File: src/rtl/tlim_pkg.sv
package tlim_pkg;
  localparam int ST_W     = 5;
  localparam int ST_RLOW  = 0;
  localparam int ST_RHIGH = 1;
  localparam int ST_OPEN  = 2;
  localparam int ST_LLOW  = 3;
  localparam int ST_LHIGH = 4;
  localparam int N_CH     = 2;

  typedef enum logic {
    PIN_ALERT  = 1'b0,
    PIN_THERM2 = 1'b1
  } pin_mode_e;
endpackage

File: src/rtl/tlim_hyst_cmp.sv
module tlim_hyst_cmp #(
  parameter int TW = 8,
  parameter int HW = 8
) (
  input  logic                 clk,
  input  logic                 rst_n,
  input  logic                 upd,
  input  logic signed [TW-1:0] temp,
  input  logic signed [TW-1:0] lim,
  input  logic        [HW-1:0] hyst,
  output logic                 active
);
  localparam int EW = ((TW > HW) ? TW : HW) + 2;

  logic signed [EW-1:0] lim_x, hyst_x, diff_x, floor_x;
  logic signed [TW-1:0] thr;
  logic above, released;

  assign lim_x   = $signed({{(EW-TW){lim[TW-1]}}, lim});
  assign hyst_x  = $signed({{(EW-HW){1'b0}}, hyst});
  assign floor_x = $signed({{(EW-TW+1){1'b1}}, {(TW-1){1'b0}}});
  assign diff_x  = lim_x - hyst_x;
  assign thr     = (diff_x < floor_x) ? floor_x[TW-1:0] : diff_x[TW-1:0];

  assign above    = temp > lim;
  assign released = temp <= thr;

  always_ff @(posedge clk or negedge rst_n) begin
    if (!rst_n) begin
      active <= 1'b0;
    end else if (upd) begin
      if (above) active <= 1'b1;
      else if (released) active <= 1'b0;
    end
  end

  // trip above the point
  p_trip_r7: assert property (@(posedge clk) disable iff (!rst_n)
    (upd && temp > lim) |=> active);
  // release at or below the saturated threshold
  p_release_r7: assert property (@(posedge clk) disable iff (!rst_n)
    (upd && !(temp > lim) && temp <= thr) |=> !active);
  // no beat, no change
  p_idle_hold_r10: assert property (@(posedge clk) disable iff (!rst_n)
    !upd |=> $stable(active));
endmodule

File: src/rtl/tlim_status.sv
module tlim_status
  import tlim_pkg::*;
(
  input  logic            clk,
  input  logic            rst_n,
  input  logic            upd,
  input  logic [ST_W-1:0] cond,
  input  logic            clr,
  input  logic            serviced,
  output logic [ST_W-1:0] status,
  output logic            alert_req
);
  logic [ST_W-1:0] set_vec;
  logic svc_q, alert_n, svc_n;

  assign set_vec = upd ? cond : '0;

  always_comb begin
    alert_n = alert_req;
    if (|set_vec) alert_n = 1'b1;
    else if (alert_req && (svc_q || serviced) && status == '0) alert_n = 1'b0;
    svc_n = alert_n && (svc_q || (serviced && alert_req));
  end

  always_ff @(posedge clk or negedge rst_n) begin
    if (!rst_n) begin
      status    <= '0;
      alert_req <= 1'b0;
      svc_q     <= 1'b0;
    end else begin
      status    <= (clr ? '0 : status) | set_vec;
      alert_req <= alert_n;
      svc_q     <= svc_n;
    end
  end

  p_set_sticks_r1: assert property (@(posedge clk) disable iff (!rst_n)
    (upd && |cond) |=> ((status & $past(cond)) == $past(cond)));
  p_hold_r4: assert property (@(posedge clk) disable iff (!rst_n)
    !clr |=> ((status & $past(status)) == $past(status)));
  p_alert_set_r5: assert property (@(posedge clk) disable iff (!rst_n)
    (upd && |cond) |=> alert_req);
  p_alert_keep_r6: assert property (@(posedge clk) disable iff (!rst_n)
    (alert_req && status != '0) |=> alert_req);
  p_alert_needs_svc_r6: assert property (@(posedge clk) disable iff (!rst_n)
    (alert_req && !svc_q && !serviced) |=> alert_req);
endmodule

File: src/rtl/tlim_irq_ctrl.sv
module tlim_irq_ctrl
  import tlim_pkg::*;
#(
  parameter int TW = 8,
  parameter int HW = 8
) (
  input  logic                 clk,
  input  logic                 rst_n,
  input  logic                 rd_valid,
  output logic                 rd_ready,
  input  logic signed [TW-1:0] loc_temp,
  input  logic signed [TW-1:0] rem_temp,
  input  logic signed [TW-1:0] loc_high_lim,
  input  logic signed [TW-1:0] loc_low_lim,
  input  logic signed [TW-1:0] rem_high_lim,
  input  logic signed [TW-1:0] rem_low_lim,
  input  logic signed [TW-1:0] loc_therm_lim,
  input  logic signed [TW-1:0] rem_therm_lim,
  input  logic        [HW-1:0] therm_hyst,
  input  logic                 alert_mask,
  input  logic                 pin2_mode,
  input  logic                 open_fault,
  input  logic                 alert_serviced,
  input  logic                 status_clr,
  output logic        [ST_W-1:0] status,
  output logic                 alert_pd,
  output logic                 therm_pd,
  output logic                 pin2_pd
);
  localparam int N_CMP = 2 * N_CH;

  logic upd, alert_req, therm2;
  logic [ST_W-1:0] cond;
  logic signed [TW-1:0] cmp_t [N_CMP];
  logic signed [TW-1:0] cmp_l [N_CMP];
  logic [N_CMP-1:0] cmp_act;

  assign rd_ready = 1'b1;
  assign upd      = rd_valid & rd_ready;

  always_comb begin
    cond           = '0;
    cond[ST_LHIGH] = loc_temp > loc_high_lim;
    cond[ST_LLOW]  = loc_temp <= loc_low_lim;
    cond[ST_OPEN]  = open_fault;
    cond[ST_RHIGH] = rem_temp > rem_high_lim;
    cond[ST_RLOW]  = rem_temp <= rem_low_lim;
  end

  // slots 0..N_CH-1 compare against trip points, the rest against high limits
  always_comb begin
    cmp_t[0] = loc_temp;  cmp_l[0] = loc_therm_lim;
    cmp_t[1] = rem_temp;  cmp_l[1] = rem_therm_lim;
    cmp_t[2] = loc_temp;  cmp_l[2] = loc_high_lim;
    cmp_t[3] = rem_temp;  cmp_l[3] = rem_high_lim;
  end

  for (genvar g = 0; g < N_CMP; g++) begin : g_cmp
    tlim_hyst_cmp #(.TW(TW), .HW(HW)) u_cmp (
      .clk    (clk),
      .rst_n  (rst_n),
      .upd    (upd),
      .temp   (cmp_t[g]),
      .lim    (cmp_l[g]),
      .hyst   (therm_hyst),
      .active (cmp_act[g])
    );
  end

  tlim_status u_status (
    .clk       (clk),
    .rst_n     (rst_n),
    .upd       (upd),
    .cond      (cond),
    .clr       (status_clr),
    .serviced  (alert_serviced),
    .status    (status),
    .alert_req (alert_req)
  );

  assign therm_pd = |cmp_act[N_CH-1:0];
  assign therm2   = |cmp_act[N_CMP-1:N_CH];
  assign alert_pd = alert_req & ~alert_mask;
  assign pin2_pd  = (pin_mode_e'(pin2_mode) == PIN_THERM2) ? therm2 : alert_pd;

  p_data_idle_r10: assert property (@(posedge clk) disable iff (!rst_n)
    !rd_valid |=> ($stable(therm_pd) && $stable(therm2)));
endmodule

File: config.mk
export PLATFORM = sky130hd
export DESIGN_NAME = tlim_irq_ctrl
export DESIGN_NICKNAME = d
export VERILOG_FILES = /design/src/rtl/tlim_pkg.sv /design/src/rtl/tlim_hyst_cmp.sv /design/src/rtl/tlim_status.sv /design/src/rtl/tlim_irq_ctrl.sv
export SDC_FILE = /design/constraint.sdc
export NUM_CORES = 1
export LEC_CHECK = 0
export BUFFER_PORTS_ARGS = -buffer_cell sky130_fd_sc_hd__buf_4
export CORE_UTILIZATION = 63
export CTS_CLUSTER_SIZE = 30
export DETAILED_ROUTE_END_ITERATION = 12
export PLACE_DENSITY = 0.89
export SLEW_MARGIN = 20
export SYNTH_ARGS = -nofsm -noshare
export SYNTH_HDL_FRONTEND = slang
export SYNTH_HIERARCHICAL = 1
export SYNTH_SLANG_ARGS = --single-unit
File: constraint.sdc
create_clock -name clk -period 3.8 [get_ports clk]
set_input_delay 0.19 -clock clk [delete_from_list [all_inputs] [get_ports clk]]
set_output_delay 0.19 -clock clk [all_outputs]
set_load 0.005 [all_outputs]
==> impl_results.html <==
<table>
<tr><th>Metric</th><th>Value</th></tr>
<tr><th colspan="2">Run status</th></tr>
<tr><td>Run status</td><td>finished clean</td></tr>
<tr><th colspan="2">Clock network</th></tr>
<tr><td>Clock sinks</td><td>11</td></tr>
<tr><td>Root buffer selected by CTS</td><td>sky130_fd_sc_hd__clkbuf_8</td></tr>
<tr><td>CTS HTree Levels</td><td>1</td></tr>
<tr><td>Insertion delay to the later sink of the worst-skew pair</td><td>around 0.24 ns</td></tr>
<tr><td>Inserted Clock Buffers</td><td>3</td></tr>
<tr><td>Maximum buffer depth of the clock tree</td><td>2</td></tr>
<tr><td>Total of cells resized after clock tree synthesis</td><td>0</td></tr>
<tr><td>Clock-pin transition on the worst setup and hold timing paths</td><td>roughly 0.06 ns</td></tr>
<tr><td>Clock tree from TritonCTS</td><td>yes</td></tr>
<tr><th colspan="2">Place</th></tr>
<tr><td>Port Buffers</td><td>slightly below 90</td></tr>
<tr><td>Half-perimeter wire length after placement</td><td>11.14 mm</td></tr>
<tr><td>Final RePlAce weighted congestion</td><td>0.9120</td></tr>
<tr><th colspan="2">Setup path</th></tr>
<tr><td>Slowest Stage Delay on Critical Path</td><td>about 0.42 ns</td></tr>
<tr><td>Start point of the critical path</td><td>rem_therm_lim[0]</td></tr>
<tr><td>Worst Setup Path Type</td><td>input pin to register</td></tr>
<tr><td>Arrival time at the worst endpoint</td><td>roughly 3.3 ns</td></tr>
<tr><td>Critical path's slowest cell</td><td>sky130_fd_sc_hd__fa_1</td></tr>
<tr><td>Depth of the worst register-to-register path</td><td>3</td></tr>
<tr><td>Endpoint type of the worst setup path</td><td>register</td></tr>
<tr><td>Termination of the worst setup path</td><td>g_cmp[1].u_cmp/active$_DFFE_PN0P_</td></tr>
<tr><td>Worst R2R Setup Slack</td><td>roughly 2.4 ns</td></tr>
<tr><td>Startpoint type of the worst setup path</td><td>input pin</td></tr>
<tr><td>Crit path max fanout</td><td>7</td></tr>
<tr><td>Worst reg2reg endpoint</td><td>u_status/svc_q$_DFF_PN0_</td></tr>
<tr><td>Data required time of the critical path</td><td>3.92 ns</td></tr>
<tr><td>Cells along the critical path</td><td>buf_4 -&gt; inv_1 -&gt; ha_1 -&gt; inv_1 -&gt; fa_1 -&gt; a211oi_2 -&gt; nor3_1 -&gt; o31a_1 -&gt; o211a_1 -&gt; o21ai_0 -&gt; ha_1 -&gt; a21o_1 -&gt; a211oi_1 -&gt; nand4b_1 -&gt; o221ai_1 -&gt; o31ai_1</td></tr>
<tr><td>Origin of the critical flop-to-flop path</td><td>u_status/status[2]$_DFF_PN0_</td></tr>
<tr><th colspan="2">STA</th></tr>
<tr><td>Final worst path period share</td><td>approximately 83%</td></tr>
<tr><td>Number of max-slew violations in the final report</td><td>0</td></tr>
<tr><td>Total of endpoints with negative setup slack in the final report</td><td>0</td></tr>
<tr><td>Timing-limited maximum frequency</td><td>316.4 MHz</td></tr>
<tr><td>Setup_tns</td><td>0 ns</td></tr>
<tr><td>Post-Route Skew</td><td>0.0004293 ns</td></tr>
<tr><td>Count of final hold-check violations</td><td>0</td></tr>
<tr><td>Setup repair after global routing missed its margin</td><td>no</td></tr>
<tr><td>Minimum clock period after layout</td><td>~3.2 ns</td></tr>
<tr><th colspan="2">Final layout</th></tr>
<tr><td>Fillers</td><td>590</td></tr>
<tr><td>Utilization of the core after routing</td><td>76.59%</td></tr>
<tr><td>Final-stage net count</td><td>921</td></tr>
<tr><td>FF+latch area</td><td>around 280 sq um</td></tr>
<tr><td>Most frequent cells in the layout</td><td>sky130_fd_sc_hd__ha_1, sky130_fd_sc_hd__inv_1, sky130_fd_sc_hd__buf_4</td></tr>
<tr><td>Layout cell share with drive strength beyond 1</td><td>15.63%</td></tr>
<tr><td>Layout-stage area growth over the synthesis result</td><td>17.43%</td></tr>
<tr><td>Number of diodes added for antenna fixing</td><td>0</td></tr>
<tr><td>Multi-input gate area in the final layout</td><td>~4000 sq um</td></tr>
<tr><td>Most common cell after layout, fill and taps aside</td><td>sky130_fd_sc_hd__ha_1</td></tr>
<tr><th colspan="2">Logic synthesis</th></tr>
<tr><td>Count of cell types in the netlist</td><td>55</td></tr>
<tr><td>Yosys warns</td><td>6</td></tr>
<tr><td>Mapped Cells</td><td>just over 600</td></tr>
<tr><td>Post-Synthesis Mean Instance Area</td><td>roughly 7.7 sq um</td></tr>
<tr><td>Synth async-reset ratio</td><td>100.0%</td></tr>
<tr><td>Summed instance area of the synthesized netlist</td><td>between 4000 and 5000 sq um</td></tr>
<tr><td>Net count of the mapped netlist</td><td>slightly above 800</td></tr>
<tr><td>Post-synth top flop</td><td>sky130_fd_sc_hd__dfrtp_1</td></tr>
<tr><td>Post-synth EDFFs</td><td>0</td></tr>
<tr><td>Synthesized flop and latch total</td><td>11</td></tr>
<tr><td>Register area share after synthesis</td><td>about 5.8%</td></tr>
<tr><th colspan="2">Floorplanning</th></tr>
<tr><td>Floorplan die area</td><td>~8000 sq um</td></tr>
<tr><td>Die height</td><td>88.66 microns</td></tr>
<tr><td>Top-Level Pins</td><td>89</td></tr>
<tr><td>Core Rows</td><td>31</td></tr>
<tr><td>Core Region</td><td>roughly 7300 sq um</td></tr>
<tr><td>Initial Utilization</td><td>between 60% and 70%</td></tr>
<tr><td>Die width</td><td>about 89 microns</td></tr>
<tr><th colspan="2">Hold path</th></tr>
<tr><td>Path type of the worst min-delay path</td><td>input pin to register</td></tr>
<tr><td>Number of cells traversed by the worst hold path</td><td>2</td></tr>
<tr><th colspan="2">Detailed routing</th></tr>
<tr><td>Routed Antenna Nets</td><td>0</td></tr>
<tr><td>Post-detailed-routing wire length</td><td>roughly 13 mm</td></tr>
<tr><td>Number of remaining DRC errors</td><td>0</td></tr>
<tr><td>Average wire length per cell after detail routing</td><td>around 17 microns</td></tr>
<tr><td>Highest routing layer actually used</td><td>met4</td></tr>
<tr><td>Initial DRC count</td><td>between 200 and 250</td></tr>
<tr><td>Total iterations of the first detailed-routing run</td><td>7</td></tr>
<tr><td>Via-per-instance ratio</td><td>6.245</td></tr>
<tr><td>Met1 WL</td><td>~5.6 mm</td></tr>
<tr><td>Met3 wire length</td><td>roughly 740 microns</td></tr>
<tr><td>Via count</td><td>approximately 5000</td></tr>
<tr><td>Met2 layer wire length in the routed design</td><td>~6.6 mm</td></tr>
<tr><th colspan="2">Global route</th></tr>
<tr><td>Global-route congestion overflow total</td><td>0</td></tr>
<tr><td>Maximum number of pins on one net before global-route repair</td><td>20</td></tr>
<tr><td>Via count of the first global-routing pass</td><td>around 4900</td></tr>
<tr><td>Global-route wire length before repair</td><td>between 20 and 25 mm</td></tr>
<tr><td>Number of antenna violations at the first check in global routing</td><td>0</td></tr>
<tr><td>GRT Total Usage</td><td>around a third</td></tr>
<tr><th colspan="2">Power</th></tr>
<tr><td>Worst IR Drop VDD</td><td>around 0.00010 V</td></tr>
<tr><td>Cell area power density</td><td>193.5 nW/um^2</td></tr>
<tr><td>Leakage power</td><td>~2.9 nW</td></tr>
<tr><th colspan="2">Flow run</th></tr>
<tr><td>Count of max-cap constraint violations</td><td>0</td></tr>
</table>
==> Yosys cell counts, types with 5 or more instances <==
| library cell | count | area share (%) |
|---|---|---|
| sky130_fd_sc_hd__nand3b_1 | 5 | 0.79 |
| sky130_fd_sc_hd__a21o_1 | 18 | 2.9 |
| sky130_fd_sc_hd__xnor2_1 | 9 | 1.7 |
| sky130_fd_sc_hd__o211ai_1 | 9 | 1.4 |
| sky130_fd_sc_hd__nor2_1 | 18 | 1.4 |
| sky130_fd_sc_hd__nand2b_1 | 13 | 1.7 |
| sky130_fd_sc_hd__dfrtp_1 | 11 | 5.8 |
| sky130_fd_sc_hd__o21ai_0 | 46 | 4.9 |
| sky130_fd_sc_hd__o31a_1 | 8 | 1.5 |
| sky130_fd_sc_hd__nand4_1 | 18 | 2.4 |
| sky130_fd_sc_hd__inv_1 | 121 | 9.6 |
| sky130_fd_sc_hd__a21oi_1 | 46 | 4.9 |
| sky130_fd_sc_hd__o22ai_1 | 6 | 0.79 |
| sky130_fd_sc_hd__o21bai_1 | 5 | 0.79 |
| sky130_fd_sc_hd__o221ai_1 | 7 | 1.3 |
| sky130_fd_sc_hd__nand2_1 | 13 | 1.0 |
| sky130_fd_sc_hd__ha_1 | 132 | 35 |
| sky130_fd_sc_hd__o21a_1 | 8 | 1.3 |
| sky130_fd_sc_hd__nor2b_1 | 16 | 2.1 |
| sky130_fd_sc_hd__a211oi_1 | 8 | 1.3 |
| sky130_fd_sc_hd__nand3_1 | 9 | 0.95 |
==> what timing repair did <==
item | in CTS | in global routing
setup endpoints to repair | 0 | 0
hold buffers | 1 | 0
hold endpoints to repair | 11 | 0
buffers inserted | 0 | 0
==> area by class of cell <==
class | instances | share of cell area (%)
Tap cell | 99 | 2.230
Clock buffer | 4 | 0.8108
Timing Repair Buffer | 88 | 11.94
Multi-Input combinational cell | 480 | 71.89
Sequential cell | 11 | 4.955
Inverter | 121 | 8.176
==> kinds of logic after synthesis <==
group                    synth area share, %
other                                0.07927
flip-flops                             5.818
buffers and inverters                  9.759
AO/OA/AOI/OAI                          30.81
XOR/XNOR                               2.407
multiplexers                          0.8464
adder cells (fa/ha/maj)                36.60
AND/OR/NAND/NOR                        13.67
==> power breakdown <==
part	internal [W]	leakage (nW)	switching, W	total [W]
registers	0.000140	0.123	0.0000165	0.000156
logic	0.000368	2.78	0.000426	0.000795
clock network	0.0000739	0.0228	0.0000499	0.000124
total	0.000582	2.92	0.000493	0.00108
==> per-layer routing <==
| layer | vias to the layer above | global-route usage, % |
|---|---|---|
| met2 | 212 | 63.99 |
| met1 | 2328 | 41.18 |
| met3 | 51 | 2.799 |
| met4 | 0 | 15.98 |
| met5 | - | 0 |
| li1 | 2424 | - |
==> metrics by stage <==
stage               hold slack (ns)  area, sq um  worst slack (ns)  instances  power (W)
floorplan                   -0.1056         4731            0.8164        613  0.0006710
global placement            0.03570         5500            0.5585        798  0.0008857
detailed placement          0.04106         5500            0.3968        798  0.0009308
CTS                          0.1629         5555            0.6501        803   0.001063
global route                 0.1658         5555            0.4349        803   0.001177
finish                       0.1683         5555            0.6391        803   0.001075
==> critical path, delay by kind of cell <==
family	cells	cell delay (ns)
buffers and inverters	3	0.21
adders and majority gates	3	0.85
AOI/OAI and AO/OA	8	1.77
and+or+nand+nor	2	0.24
==> how the worst min path moves through the flow <==
stage               startpoint                           endpoint  slack (ns)
floorplan                rst_n  g_cmp[0].u_cmp/active$_DFFE_PN0P_       -0.11
global placement         rst_n       u_status/alert_req$_DFF_PN0_        0.04
detailed placement       rst_n           u_status/svc_q$_DFF_PN0_        0.04
CTS                 status_clr       u_status/status[2]$_DFF_PN0_        0.16
global route        status_clr       u_status/status[2]$_DFF_PN0_        0.17
finish              status_clr       u_status/status[2]$_DFF_PN0_        0.17
==> flip-flops by register name, indices dropped and copies added, names as in the netlist <==
name,cells
u_status/status,5
g_cmp.u_cmp/active,4
u_status/alert_req,1
u_status/svc_q,1
(Power assumes the default switching activity.)
